### src/rtl/lp_wake_pkg.sv
package lp_wake_pkg;
  localparam int unsigned N_SW   = 4;
  localparam int unsigned N_HS   = 2;
  localparam int unsigned SEL_W  = $clog2(N_SW);
  localparam int unsigned ST_LIN = N_SW;
  localparam int unsigned ST_TMR = N_SW + 1;
  localparam int unsigned ST_W   = N_SW + 2;

  typedef enum logic [1:0] {
    MODE_NORMAL = 2'd0,
    MODE_NREQ   = 2'd1,
    MODE_STOP   = 2'd2,
    MODE_SLEEP  = 2'd3
  } lp_mode_e;

  typedef struct packed {
    logic [1:0]      per_sel;
    logic            frc_en;
    logic            cyc_en;
    logic [N_HS-1:0] hs_en;
    logic [N_SW-1:0] wen;
  } lp_cfg_t;

  localparam int unsigned CFG_W = $bits(lp_cfg_t);
endpackage

### src/rtl/lp_wake_cfg.sv
module lp_wake_cfg
  import lp_wake_pkg::*;
(
  input  logic    clk_i,
  input  logic    rst_ni,
  input  logic    we_i,
  input  logic    allow_i,
  input  lp_cfg_t wdata_i,
  output lp_cfg_t cfg_o
);
  logic legal;
  lp_cfg_t cfg_q;

  // modes exclusive; timed wake needs all drivers off
  assign legal = !(wdata_i.cyc_en && wdata_i.frc_en) &&
                 !(wdata_i.frc_en && (|wdata_i.hs_en));

  always_ff @(posedge clk_i or negedge rst_ni) begin
    if (!rst_ni) cfg_q <= '0;
    else if (we_i && allow_i && legal) cfg_q <= wdata_i;
  end

  assign cfg_o = cfg_q;
endmodule

### src/rtl/lp_wake_timer.sv
module lp_wake_timer #(
  parameter int unsigned PER_0 = 4,
  parameter int unsigned PER_1 = 8,
  parameter int unsigned PER_2 = 16,
  parameter int unsigned PER_3 = 32
) (
  input  logic       clk_i,
  input  logic       rst_ni,
  input  logic       clr_i,
  input  logic       run_i,
  input  logic       tick_i,
  input  logic [1:0] sel_i,
  output logic       last_o,
  output logic       end_o
);
  localparam int unsigned PMAX01 = (PER_0 > PER_1) ? PER_0 : PER_1;
  localparam int unsigned PMAX23 = (PER_2 > PER_3) ? PER_2 : PER_3;
  localparam int unsigned PMAX   = (PMAX01 > PMAX23) ? PMAX01 : PMAX23;
  localparam int unsigned CW     = (PMAX > 2) ? $clog2(PMAX) : 1;

  logic [CW-1:0] cnt_q;
  logic [CW-1:0] term;

  always_comb begin
    unique case (sel_i)
      2'd0:    term = CW'(PER_0 - 1);
      2'd1:    term = CW'(PER_1 - 1);
      2'd2:    term = CW'(PER_2 - 1);
      default: term = CW'(PER_3 - 1);
    endcase
  end

  assign last_o = run_i && (cnt_q == term);
  assign end_o  = last_o && tick_i;

  always_ff @(posedge clk_i or negedge rst_ni) begin
    if (!rst_ni)                 cnt_q <= '0;
    else if (clr_i || end_o)     cnt_q <= '0;
    else if (run_i && tick_i)    cnt_q <= cnt_q + 1'b1;
  end
endmodule

### src/rtl/lp_wake_detect.sv
module lp_wake_detect
  import lp_wake_pkg::*;
(
  input  logic             clk_i,
  input  logic             rst_ni,
  input  logic             arm_i,
  input  logic             active_i,
  input  logic             sample_i,
  input  logic [N_SW-1:0]  sw_i,
  input  logic [N_SW-1:0]  wen_i,
  input  logic             mux_en_i,
  input  logic [SEL_W-1:0] mux_sel_i,
  output logic [N_SW-1:0]  chg_o
);
  logic [N_SW-1:0] ref_q;
  logic [N_SW-1:0] mask_q;

  for (genvar i = 0; i < N_SW; i++) begin : g_sw
    always_ff @(posedge clk_i or negedge rst_ni) begin
      if (!rst_ni) begin
        ref_q[i]  <= 1'b0;
        mask_q[i] <= 1'b0;
      end else if (arm_i) begin
        ref_q[i]  <= sw_i[i];
        mask_q[i] <= wen_i[i] && !(mux_en_i && (mux_sel_i == SEL_W'(i)));
      end
    end
    assign chg_o[i] = active_i && sample_i && mask_q[i] && (sw_i[i] != ref_q[i]);
  end
endmodule

### src/rtl/lp_wake_seq.sv
module lp_wake_seq
  import lp_wake_pkg::*;
#(
  parameter int unsigned PER_0 = 4,
  parameter int unsigned PER_1 = 8,
  parameter int unsigned PER_2 = 16,
  parameter int unsigned PER_3 = 32
) (
  input  logic             clk_i,
  input  logic             rst_ni,
  input  logic             cfg_we_i,
  input  logic [CFG_W-1:0] cfg_wdata_i,
  output logic [CFG_W-1:0] cfg_rdata_o,
  input  logic             enter_stop_i,
  input  logic             enter_sleep_i,
  input  logic             nreq_sel_i,
  input  logic             lp_tick_i,
  input  logic [N_SW-1:0]  sw_i,
  input  logic             amux_en_i,
  input  logic [SEL_W-1:0] amux_sel_i,
  input  logic             cs_i,
  input  logic             lin_wake_i,
  input  logic             rst_pin_i,
  output logic [1:0]       mode_o,
  output logic             irq_o,
  output logic             reg_on_rst_o,
  output logic [N_HS-1:0]  hs_en_o,
  output logic [ST_W-1:0]  wake_stat_o
);
  lp_mode_e        mode_q;
  lp_cfg_t         cfg;
  logic            in_lp, in_stop, in_sleep, entering;
  logic            tmr_run, tmr_last, tmr_end;
  logic            sw_sample;
  logic [N_SW-1:0] sw_chg;
  logic            cs_q, cs_wake, rst_wake, lin_wake, tmr_wake;
  logic [ST_W-1:0] rep;
  logic            any_rep, wake;
  logic [ST_W-1:0] stat_q;
  logic            irq_q, rreq_q;

  assign in_stop  = (mode_q == MODE_STOP);
  assign in_sleep = (mode_q == MODE_SLEEP);
  assign in_lp    = in_stop || in_sleep;
  assign entering = !in_lp && (enter_stop_i || enter_sleep_i);

  lp_wake_cfg u_cfg (
    .clk_i   (clk_i),
    .rst_ni  (rst_ni),
    .we_i    (cfg_we_i),
    .allow_i (!in_lp),
    .wdata_i (lp_cfg_t'(cfg_wdata_i)),
    .cfg_o   (cfg)
  );

  assign tmr_run = in_lp && (cfg.cyc_en || cfg.frc_en);

  lp_wake_timer #(
    .PER_0 (PER_0),
    .PER_1 (PER_1),
    .PER_2 (PER_2),
    .PER_3 (PER_3)
  ) u_tmr (
    .clk_i  (clk_i),
    .rst_ni (rst_ni),
    .clr_i  (entering),
    .run_i  (tmr_run),
    .tick_i (lp_tick_i),
    .sel_i  (cfg.per_sel),
    .last_o (tmr_last),
    .end_o  (tmr_end)
  );

  // cyclic sense compares only at period end; otherwise continuously
  assign sw_sample = cfg.cyc_en ? tmr_end : 1'b1;

  lp_wake_detect u_det (
    .clk_i     (clk_i),
    .rst_ni    (rst_ni),
    .arm_i     (entering),
    .active_i  (in_lp),
    .sample_i  (sw_sample),
    .sw_i      (sw_i),
    .wen_i     (cfg.wen),
    .mux_en_i  (amux_en_i),
    .mux_sel_i (amux_sel_i),
    .chg_o     (sw_chg)
  );

  always_ff @(posedge clk_i or negedge rst_ni) begin
    if (!rst_ni) cs_q <= 1'b0;
    else         cs_q <= cs_i;
  end

  assign tmr_wake = tmr_end && cfg.frc_en;
  assign lin_wake = in_lp && lin_wake_i;
  assign cs_wake  = in_stop && cs_i && !cs_q;
  assign rst_wake = in_stop && rst_pin_i;
  assign rep      = {tmr_wake, lin_wake, sw_chg};
  assign any_rep  = |rep;
  assign wake     = any_rep || cs_wake || rst_wake;

  always_ff @(posedge clk_i or negedge rst_ni) begin
    if (!rst_ni) begin
      mode_q <= MODE_NORMAL;
      stat_q <= '0;
      irq_q  <= 1'b0;
      rreq_q <= 1'b0;
    end else begin
      irq_q  <= 1'b0;
      rreq_q <= 1'b0;
      if (entering) begin
        mode_q <= enter_sleep_i ? MODE_SLEEP : MODE_STOP;
        stat_q <= '0;
      end else if (in_lp && wake) begin
        stat_q <= stat_q | rep;
        if (in_stop) begin
          irq_q  <= any_rep;
          mode_q <= (rst_wake && nreq_sel_i) ? MODE_NREQ : MODE_NORMAL;
        end else begin
          rreq_q <= 1'b1;
          mode_q <= MODE_NORMAL;
        end
      end
    end
  end

  assign hs_en_o      = (in_lp && cfg.cyc_en && tmr_last) ? cfg.hs_en : '0;
  assign cfg_rdata_o  = cfg;
  assign mode_o       = mode_q;
  assign irq_o        = irq_q;
  assign reg_on_rst_o = rreq_q;
  assign wake_stat_o  = stat_q;
endmodule

### config.mk
export PLATFORM = sky130hd
export DESIGN_NAME = lp_wake_seq
export DESIGN_NICKNAME = d
export VERILOG_FILES = /design/src/rtl/lp_wake_pkg.sv /design/src/rtl/lp_wake_cfg.sv /design/src/rtl/lp_wake_timer.sv /design/src/rtl/lp_wake_detect.sv /design/src/rtl/lp_wake_seq.sv
export SDC_FILE = /design/constraint.sdc
export NUM_CORES = 1
export LEC_CHECK = 0
export ABC_AREA = 1
export CAP_MARGIN = 20
export CORE_MARGIN = 2
export CORE_UTILIZATION = 35
export DETAILED_ROUTE_END_ITERATION = 7
export GPL_ROUTABILITY_DRIVEN = 0
export GPL_TIMING_DRIVEN = 0
export HOLD_SLACK_MARGIN = 0.1
export PLACE_DENSITY_LB_ADDON = 0.1
export SLEW_MARGIN = 30
export SYNTH_ARGS = -nofsm -noshare
export SYNTH_HDL_FRONTEND = slang
export SYNTH_SLANG_ARGS = --single-unit
### constraint.sdc
create_clock -name clk_i -period 2.2 [get_ports clk_i]
set_clock_uncertainty 0.15 [all_clocks]
set_input_delay 0.33 -clock clk_i [delete_from_list [all_inputs] [get_ports clk_i]]
set_output_delay 0.33 -clock clk_i [all_outputs]
set_load 0.05 [all_outputs]
== Word level (Yosys, flattened, before mapping) ==
Index checks and enable logic that the tools add are counted.
Widths: inputs -> output; s select.
Cells by class
  add/subtract/negate cells: 1
  eq/ne operators: 12
  muxes and demuxes: 18
  bitwise operators: 1
  reductions and logical operators: 56
Operator list (number)
  $logic_and 1x1->1: 36
  $pmux 5 s3: 1
  $mux 6: 2
  $eq 2x2->1 const B: 5
  $mux 1: 10
  $mux 5: 2
  $logic_not 1->1: 8
  $logic_or 1x1->1: 6
  $mux 2: 3
  $or 6x6->6: 1
  $reduce_or 6->1: 1
  $add 5x1->5 const B: 1
  $eq 5x5->1: 1
  $eq 2x1->1 const B: 2
  $logic_not 2->1: 2
  $ne 1x1->1: 4
  $reduce_bool 2->1: 2
  $reduce_or 2->1: 1
Word-level totals
  register bits: 34
  input port bits: 27
  output and inout bits: 22
  word-level logic and storage cells: 107

== Depth between registers and ports, before layout ==
Gate-level depths: netlist of run 1.
  word-level depth: 15
  gate-level depth with buffers: 15
  mapped depth without buffers: 15

== Hierarchy ==
Synthesis of run 1 repeated with hierarchy kept, for this count alone.
Unflattened totals
  cell total of the unflattened synthesis: 234
  area total of the unflattened synthesis: 1838.0 um^2
By module, submodules not included
  lp_wake_seq: instances 1, cells each 70, area each 578.1 um^2, sequential area each 275.3 um^2
  lp_wake_cfg: instances 1, cells each 49, area each 457.9 um^2, sequential area each 250.2 um^2
  lp_wake_detect: instances 1, cells each 69, area each 457.9 um^2, sequential area each 200.2 um^2
  lp_wake_timer: instances 1, cells each 46, area each 344.1 um^2, sequential area each 125.1 um^2

== Worst setup path before layout of run 1 ==
Ideal clock, no wire load.
  kind: flip-flop to output port
  start point: reg mode_q[1], in the netlist mode_o[1]
  end point: out hs_en_o[0]
  arrival: 1.856 ns
  required time: 1.720 ns
  path slack: -0.136 ns
  stages on the path, launching flop included: 7
  buffers on the path: 0
  cell sequence: dfrtp_1 -> nand2_1 -> nand2_2 -> nand4_1 -> nor2_1 -> nand2_1 -> nor2_1
Between the ends
  longest elaborated chain between the ends: 6
  elaborated cells between the ends (all ways): 8
  those cells by class: 2 x eq/ne; 1 x mux; 5 x reduce/logical
Ends and longest elaborated chain
  start: declaration: line lp_wake_seq.sv:30  | lp_mode_e mode_q;
  start signal: assignment: line lp_wake_seq.sv:113  | mode_q <= enter_sleep_i ? MODE_SLEEP : MODE_STOP;
  start signal: assignment: line lp_wake_seq.sv:119  | mode_q <= (rst_wake && nreq_sel_i) ? MODE_NREQ : MODE_NORMAL;
  $eq 2x2->1, on equally long branches: line lp_wake_seq.sv:42, lp_wake_seq.sv:43
  $logic_or 1x1->1 (*): line lp_wake_seq.sv:44  | assign in_lp = in_stop || in_sleep;
  $logic_and 1x1->1: line lp_wake_seq.sv:56  | assign tmr_run = in_lp && (cfg.cyc_en || cfg.frc_en);
  $logic_and 1x1->1: line lp_wake_timer.sv:33  | assign last_o = run_i && (cnt_q == term);
  $logic_and 1x1->1 (*): line lp_wake_seq.sv:128  | assign hs_en_o = (in_lp && cfg.cyc_en && tmr_last) ? cfg.hs_en : '0;
  $mux 2 (*): line lp_wake_seq.sv:128
  end: declaration: line lp_wake_seq.sv:27  | output logic [N_HS-1:0] hs_en_o,
Mark *: on every way between the ends. The rest lies on a longest branch, timed or not.

== Worst setup path after layout of run 1 ==
  start point: reg u_tmr.cnt_q[0]
  end point: out hs_en_o[0]
Between the ends
  longest elaborated chain between the ends: 4
Ends and longest elaborated chain
  start: declaration: line lp_wake_timer.sv:21  | logic [CW-1:0] cnt_q;
  start signal: assignment: line lp_wake_timer.sv:39  | else if (run_i && tick_i) cnt_q <= cnt_q + 1'b1;
  $eq 5x5->1: line lp_wake_timer.sv:33
  $logic_and 1x1->1: line lp_wake_timer.sv:33
  $logic_and 1x1->1: line lp_wake_seq.sv:128
  $mux 2: line lp_wake_seq.sv:128
Every way passes these cells.

==> flow_summary.yaml, run 1 <==
die:
  start_util_pct: 36.7
  core_region_area_sq_um: 4410
  io_pins: 49
  die_height_microns: 72.0
  rows: 24
  fp.dieArea_sq_um: 5190
  die_x_microns: 72.0
power_and_ir_drop:
  power_density_nw_per_um2: 1390
  power_leakage_nw: 1.10
  total_power_mw: 3.17
  vdd_ir_drop_max_uv: 652
drt:
  ant_nets: 0
  wl_per_cell_microns: 11.6
  remaining_drc_errors: 0
  dr.pass1.iters: 4
  via_per_inst: 4.58
  drtIter0Drc: 41
  drt-total-wl_mm: 3.55
  route.vias.total: 1401
clocking:
  cts_sinks: 34
  numCtsBuffers: 5
  clock_path_buffers: 2
  clkTransAtPathRegs_ns: 0.07
  clk_latency_ns: 0.28
  cts_tree: "done"
  cts.htree.levels: 2
  root_buffer: "clkbuf_8"
global_route:
  gr-total-overflow: 0
  globalRouteMet3Util_pct: 4.58
  grt.busiest_layer: "met2"
  met1_usage_pct: 21.4
  grt_pass1_wl_mm: 6.31
  grt.total_usage_pct: 15.8
  antenna_found_initial: 0
  grt_pass1_vias: 1430
  grt_max_degree: 24
  grt_util_met2_pct: 24.0
synth:
  synth.distinct_cells: 25
  dominantRegCellSynth: "dfrtp_1"
  synth_edf_count: 0
  synth_area_sq_um: 1620
  yosysSeqAreaShare_pct: 52.6
  ys_ff_latch: 34
  yosysWarnings: 0
  synth_nets: 225
  async_flop_share_pct: 100
  netlist_instances: 197
  synth_area_per_cell_sq_um: 8.22
timing:
  post-route-min-period_ns: 2.05
  max_slew_margin_pct: 61.2
  finalSetupTns_ns: 0
  postLayoutSetupSlackWorst_ns: 0.150
  finalSetupViolations: 0
  rsz0062_at_grt: "no"
  finalMaxSlewViolations: 0
  holdWs_ns: 0.320
  hold_viol: 0
  tightestPinTransition_ns: 0.579
  max_freq_mhz: 488
  finalCritPeriodShare_pct: 93.2
layout:
  areaGrowthSynthToFinish_pct: 40.4
  antennaDiodeCount: 0
  final_common_cell: "nand2_1"
  layout_common_cells: "nand2_1, clkdlybuf4s50_1, dfrtp_1"
  instances_no_fill: 306
  nets: 282
  layout-drive-gt1-share_pct: 10.6
worst_setup_path:
  cp.arrival_ns: 1.57
  critPathKind: "reg -> out"
  worst_ep_required_time_ns: 1.72
  cp-end-kind: "output port"
  cp-start-kind: "register"
  path_max_fanout: 3
placement:
  pre_cts_slack_ns: -0.216
  io_buffers: 48
  dp.cells: 298
  hpwl_mm: 2.74
min_path:
  hold_path.class: "in -> async"
job:
  maxCapViolCount: 0
run_status:
  status: "finished clean"
-- logic make-up (layout without fill, tap and decap cells) --
group	after synthesis	in the layout	share of synthesized area (%)
and+or+nand+nor	90	90	23.6
buffers and inverters	38	95	8.89
DFF	34	34	52.6
AOI/OAI and AO/OA	24	24	7.88
muxes	6	6	4.10
xor gates and xnor gates	4	4	2.16
adders and majority gates	1	1	0.773
-- area by class of cell --
| class | count | area [sq um] |
|---|---|---|
| Buffer | 3 | 12.5 |
| Clock buffer | 7 | 76.3 |
| Fill cell | 422 | 2140 |
| Inverter | 35 | 131 |
| Multi-Input combinational cell | 125 | 627 |
| Sequential cell | 34 | 853 |
| Tap cell | 52 | 65.1 |
| Timing Repair Buffer | 50 | 508 |
-- stage by stage --
step | utilization [%] | area [sq um]
2_1_floorplan | - | 1620
3_3_place_gp | 49.0 | 2160
3_5_place_dp | 49.5 | 2190
4_1_cts | 51.3 | 2260
5_1_grt | 51.5 | 2270
6_report | 51.5 | 2270
-- registers in the layout, indices dropped and copies added, names as in the netlist --
name	cells
wake_stat_o	6
u_tmr.cnt_q	5
u_det.ref_q	4
mode_o	2
u_det.mask_q	4
u_cfg.cfg_o	10
reg_on_rst_o	1
cs_q	1
irq_o	1
-- routing by layer --
metal,up-vias,part of all wire (%)
met5,-,0
met4,0,1.8
met3,7,5.0
met2,32,44
met1,634,49
li1,728,-
-- synthesized netlist by cell type (2+ instances only) --
master	instances	area share, %
a21oi_1	12	3.7
dfrtp_1	34	53
nor2_1	19	4.4
nor3_1	2	0.62
o21ai_1	2	0.62
nand3_1	9	2.8
inv_2	3	0.70
nand3_2	3	1.9
clkbuf_1	2	0.46
nand2_2	2	0.77
xor2_1	3	1.6
nand2_1	52	12
inv_1	31	7.2
o21ai_0	7	2.2
mux2_2	5	3.5
nand4_1	2	0.77
-- critical path, stage by stage, from the launching register on --
cell and delay, ns:
dfrtp_1 0.39, ha_2 0.22, nand4_1 0.11, nor2_1 0.14, nand2_1 0.10, nor2_1 0.09, clkbuf_4 0.23
-- where the power goes --
| group | internal [mW] | switching (mW) |
|---|---|---|
| combinational | 0.575 | 1.10 |
| clock | 0.218 | 0.212 |
| sequential | 0.880 | 0.185 |
| total | 1.67 | 1.49 |
-- timing repair --
item | in CTS | in global routing
pin swaps | 0 | 0
resized for setup | 11 | 5
buffers inserted | 0 | 0
endpoints found under the hold margin | 30 | 0
endpoints found under the setup margin | 2 | 2
hold buffers | 1 | 0
-- path summary, 6_finish.rpt --
check / startpoint / endpoint / slack (ns) / depth (start not counted)
worst max-delay path: u_tmr.cnt_q[0] / hs_en_o[0] / 0.15 / 6
worst min-delay path: rst_ni / u_tmr.cnt_q[2] / 0.32 / 2
worst max register to register: mode_o[1] / u_det.mask_q[1] / 0.47 / 5
worst min register to register: u_det.mask_q[0] / u_det.mask_q[0] / 0.34 / 2
max in group asynchronous: rst_ni / mode_o[1] / 1.14 / 3
min in group clk_i: u_det.mask_q[0] / u_det.mask_q[0] / 0.34 / 2
Power figures use the tool's default switching activity.
==> run 2, diff against run 1 <==
==> constraint.sdc (replaced) <==
create_clock -name clk_i -period 2.6 [get_ports clk_i]
set_clock_uncertainty 0.15 [all_clocks]
set_input_delay 0.39 -clock clk_i [delete_from_list [all_inputs] [get_ports clk_i]]
set_output_delay 0.39 -clock clk_i [all_outputs]
set_load 0.05 [all_outputs]
==> run 2 against run 1 <==
Net effect: count of clock-buffer cells in the layout did not move; utilization fell by 0.23 points; final cell count did not move; global-route usage did not move; register-to-register slack improved by 0.34 ns; first-iteration DRC count rose by 4.9%; setup slack improved by 0.22 ns; sequential cell count did not move; combinational power fell by 16%; critical path type unchanged; critical endpoint unchanged; largest cell class unchanged; largest power group unchanged.
==> flow_summary.yaml, run 2 (same netlist as run 1, synthesis figures left out) <==
run_status:
  status: "finished clean"
die:
  rows: 24
  die_height_microns: 72.0
  start_util_pct: 36.7
  fp.dieArea_sq_um: 5190
  io_pins: 49
  core_region_area_sq_um: 4410
  die_x_microns: 72.0
timing:
  rsz0062_at_grt: "no"
  finalCritPeriodShare_pct: 85.8
  finalSetupTns_ns: 0
  hold_viol: 0
  post-route-min-period_ns: 2.23
  finalMaxSlewViolations: 0
  finalSetupViolations: 0
  max_freq_mhz: 448
  max_slew_margin_pct: 61.2
  tightestPinTransition_ns: 0.579
global_route:
  grt_pass1_wl_mm: 6.31
  antenna_found_initial: 0
  grt.total_usage_pct: 15.8
  grt_max_degree: 24
  grt_pass1_vias: 1430
  gr-total-overflow: 0
power_and_ir_drop:
  power_density_nw_per_um2: 1180
  vdd_ir_drop_max_uv: 551
  power_leakage_nw: 1.11
  total_power_mw: 2.67
worst_setup_path:
  critPathKind: "reg -> out"
  reg2reg_depth: 4
  worst_ep_required_time_ns: 2.06
  regToRegSetupSlack_ns: 0.81
  path_max_fanout: 8
  cp-end-kind: "output port"
  timing.rr.end: "u_det.mask_q[2]"
  cp-start-kind: "register"
  cp.arrival_ns: 1.69
  r2r-start: "mode_o[1]"
drt:
  drt-total-wl_mm: 3.54
  remaining_drc_errors: 0
  via_per_inst: 4.57
  wl_per_cell_microns: 11.6
  route.vias.total: 1398
  drtIter0Drc: 43
  ant_nets: 0
  dr.pass1.iters: 4
job:
  maxCapViolCount: 0
placement:
  io_buffers: 48
  hpwl_mm: 2.74
  dp.cells: 298
clocking:
  clkTransAtPathRegs_ns: 0.06
  cts_sinks: 34
  numCtsBuffers: 5
  root_buffer: "clkbuf_8"
  clk_latency_ns: 0.28
  cts_setup_buffers: 0
  clock_path_buffers: 2
  cts_tree: "done"
  cts.htree.levels: 2
layout:
  fin_util_pct: 51.3
  layout-drive-gt1-share_pct: 9.45
  instances_no_fill: 306
  final_common_cell: "nand2_1"
  nets: 282
  antennaDiodeCount: 0
  layout_common_cells: "nand2_1, clkdlybuf4s50_1, dfrtp_1"
  areaGrowthSynthToFinish_pct: 39.8
  fillers: 422
  largest_reg_flops: 10
min_path:
  holdPathEnd: "u_det.mask_q[0]"
  min_path_cells: 2
  hold_path.class: "reg -> reg"
  hold_start: "u_det.mask_q[0]"
## run 2: changes by cell type in the layout (fill, tap and decap cells not counted)
cell      change
buf_4         -1
clkbuf_2      +2
clkbuf_4      -1
dfrtp_1       +2
dfrtp_2       -2
ha_1          +1
ha_2          -1
## run 2: area by class of cell
cell class / count / area, sq um / share of cell area (%)
Buffer: 3 / 12.5 / 0.553
Clock buffer: 7 / 76.3 / 3.37
Inverter: 35 / 131 / 5.80
Multi-Input combinational cell: 125 / 624 / 27.6
Sequential cell: 34 / 851 / 37.6
Tap cell: 52 / 65.1 / 2.87
Timing Repair Buffer: 50 / 503 / 22.2
## run 2: power by group
part | switching [mW] | internal, mW
combinational | 0.928 | 0.485
clock | 0.179 | 0.184
sequential | 0.157 | 0.741
total | 1.26 | 1.41
## run 2: routing by layer
layer	GRT usage (%)	part of all wire, %
met3	4.58	5.3
met4	6.29	1.8
met1	21.4	49
met5	0	0
met2	24.0	44
## run 2: how the worst max path moves through the flow
stage                            end  depth (start not counted)       from
final                     hs_en_o[0]                          7  mode_o[1]
after global routing      hs_en_o[1]                          7  mode_o[1]
after CTS                 hs_en_o[1]                          7  mode_o[1]
after detailed placement  hs_en_o[1]                          7  mode_o[1]
after global placement    hs_en_o[1]                          7  mode_o[1]
after floorplan           hs_en_o[0]                          6  mode_o[1]
## run 2: per-stage QoR
stage,cell area (sq um),hold WS [ns],worst slack (ns)
2_1_floorplan,1620,-0.0556,0.204
3_3_place_gp,2160,0.321,0.125
3_5_place_dp,2190,0.165,0.124
4_1_cts,2270,0.335,0.0896
5_1_grt,2260,0.378,0.179
6_report,2260,0.340,0.369
## run 2: timing repair
item / in CTS / in global routing
gates resized for setup: 2 / 4
hold endpoints to repair: 11 / 0
endpoints found under the setup margin: 2 / 2
hold buffers: 1 / 0
## run 2: worst max-delay path: stages, from the launching register on
cell and delay, ns:
dfrtp_1 0.50, nand2_1 0.10, nand2_2 0.10, nand4_1 0.09, nor2_1 0.14, nand2_1 0.10, nor2_1 0.09, clkbuf_2 0.28
==> run 3, diff against run 2 <==
--- a/config.mk
+++ b/config.mk
@@ -11,7 +11,6 @@
 export CORE_UTILIZATION = 35
 export DETAILED_ROUTE_END_ITERATION = 7
 export GPL_ROUTABILITY_DRIVEN = 0
-export GPL_TIMING_DRIVEN = 0
 export HOLD_SLACK_MARGIN = 0.1
 export PLACE_DENSITY_LB_ADDON = 0.1
 export SLEW_MARGIN = 30
==> run 3 against run 2 <==
Net effect: combinational power hardly changed; die area stayed put; power is 0.35% higher; wire length is 0.99% lower; clock power is 5% higher; sequential share of layout area is 0.19 points higher; worst hold slack worse by 0.010 ns; critical path depth is 6 lower; register-to-register slack better by 0.02 ns; final area is 0.50% lower.
==> flow_summary.yaml, run 3 (same netlist as run 1, synthesis figures left out) <==
clocking:
  postCtsHoldBufs: 0
  numCtsBuffers: 5
  clock_path_buffers: 2
  root_buffer: "clkbuf_8"
  clk_latency_ns: 0.28
  cts_resized: 0
  clkTransAtPathRegs_ns: 0.06
  cts_setup_buffers: 0
  cts.htree.levels: 2
  cts_tree: "done"
  cts_sinks: 34
layout:
  final_common_cell: "nand2_1"
  nets: 280
  largest_reg_flops: 10
  antennaDiodeCount: 0
  areaGrowthSynthToFinish_pct: 39.1
  layout_common_cells: "nand2_1, clkdlybuf4s50_1, dfrtp_1"
  layout-drive-gt1-share_pct: 9.96
global_route:
  grt_max_degree: 35
  grt_pass1_vias: 1283
  gr-total-overflow: 0
  grt.total_usage_pct: 14.9
  grt_pass1_wl_mm: 5.89
  antenna_found_initial: 0
worst_setup_path:
  path_max_fanout: 8
  cp-end-kind: "output port"
  cp-start-kind: "register"
  cp_slowest_stage_delay_ns: 0.86
  cp_top_family: "buffers and inverters"
  critical_path.cell_chain: "clkdlybuf4s50_1"
  critPathKind: "reg -> out"
  worst_ep_required_time_ns: 2.06
  cp.arrival_ns: 1.65
  path_buf_inv: 1
  crit_path_top_delay_cell: "clkdlybuf4s50_1"
drt:
  ant_nets: 0
  via_per_inst: 4.44
  wl_per_cell_microns: 11.6
  drt-total-wl_mm: 3.51
  drtIter0Drc: 43
  remaining_drc_errors: 0
  dr.pass1.iters: 4
  route.vias.total: 1346
power_and_ir_drop:
  power_density_nw_per_um2: 1190
  vdd_ir_drop_max_uv: 818
  power_leakage_nw: 1.10
timing:
  post-route-min-period_ns: 2.19
  postLayoutSetupSlackWorst_ns: 0.415
  finalMaxSlewViolations: 0
  hold_viol: 0
  tightestPinTransition_ns: 0.498
  finalCritPeriodShare_pct: 84.0
  rsz0062_at_grt: "no"
  finalSetupViolations: 0
  max_slew_margin_pct: 66.3
  finalSetupTns_ns: 0
  max_freq_mhz: 458
job:
  maxCapViolCount: 0
die:
  fp.dieArea_sq_um: 5190
  core_region_area_sq_um: 4410
  die_x_microns: 72.0
  die_height_microns: 72.0
  io_pins: 49
  start_util_pct: 36.7
  rows: 24
placement:
  pre_cts_slack_ns: 0.463
  hpwl_mm: 2.64
  io_buffers: 48
run_status:
  status: "finished clean"
min_path:
  hold_path.class: "reg -> reg"
==> run 3: cell types whose count changed in the layout (fill, tap and decap cells not counted) <==
cell,before,now
dlygate4sd3_1,1,0
buf_4,0,5
clkdlybuf4s50_1,45,46
clkbuf_1,4,0
clkbuf_8,5,6
buf_2,2,0
clkbuf_2,2,0
buf_16,1,0
==> run 3: final timing paths <==
check                                from              to  slack, ns  cells after the start
max in group asynchronous          rst_ni  u_det.ref_q[1]       1.63                      2
min in group asynchronous          rst_ni  u_tmr.cnt_q[2]       0.37                      2
hold reg to reg            wake_stat_o[4]  wake_stat_o[4]       0.33                      2
setup / recovery                mode_o[1]       mode_o[1]       0.41                      1
setup reg to reg                mode_o[1]       mode_o[0]       0.83                     13
hold / removal             wake_stat_o[4]  wake_stat_o[4]       0.33                      2
==> run 3: layout make-up <==
cell class	count	area, sq um
multi-input combinational	125	624
inverter	35	131
fill	439	2160
sequential	34	851
timing repair buffer	51	498
clock buffer	6	82.6
tap	52	65.1
==> run 3: per-stage QoR <==
step | area [sq um] | total power [mW] | utilization, % | std cells | hold WS (ns)
after floorplan | 1620 | 1.84 | - | 197 | -0.0556
after global placement | 2170 | 2.32 | 49.1 | 297 | 0.319
after detailed placement | 2170 | 2.32 | 49.1 | 297 | 0.313
after CTS | 2250 | 2.72 | 51.0 | 303 | 0.329
after global routing | 2250 | 2.86 | 51.0 | 303 | 0.357
final | 2250 | 2.68 | 51.0 | 303 | 0.329
==> run 3: tightest hold or removal path, cell delays in order (launching register included) <==
cell,delay [ns]
dfrtp_1,0.35
nand2_1,0.06
nand2_1,0.04
==> run 3: report_power, final <==
group / switching [mW] / internal (mW)
registers: 0.158 / 0.741
clock network: 0.177 / 0.204
logic: 0.918 / 0.485
==> run 3: per-layer routing <==
layer / vias up / global-route usage, % / share of wire (%)
li1: 724 / - / -
met1: 587 / 20.1 / 49
met2: 33 / 21.8 / 44
met3: 2 / 6.25 / 6.6
met4: 0 / 4.40 / 0.34
met5: - / 0 / 0
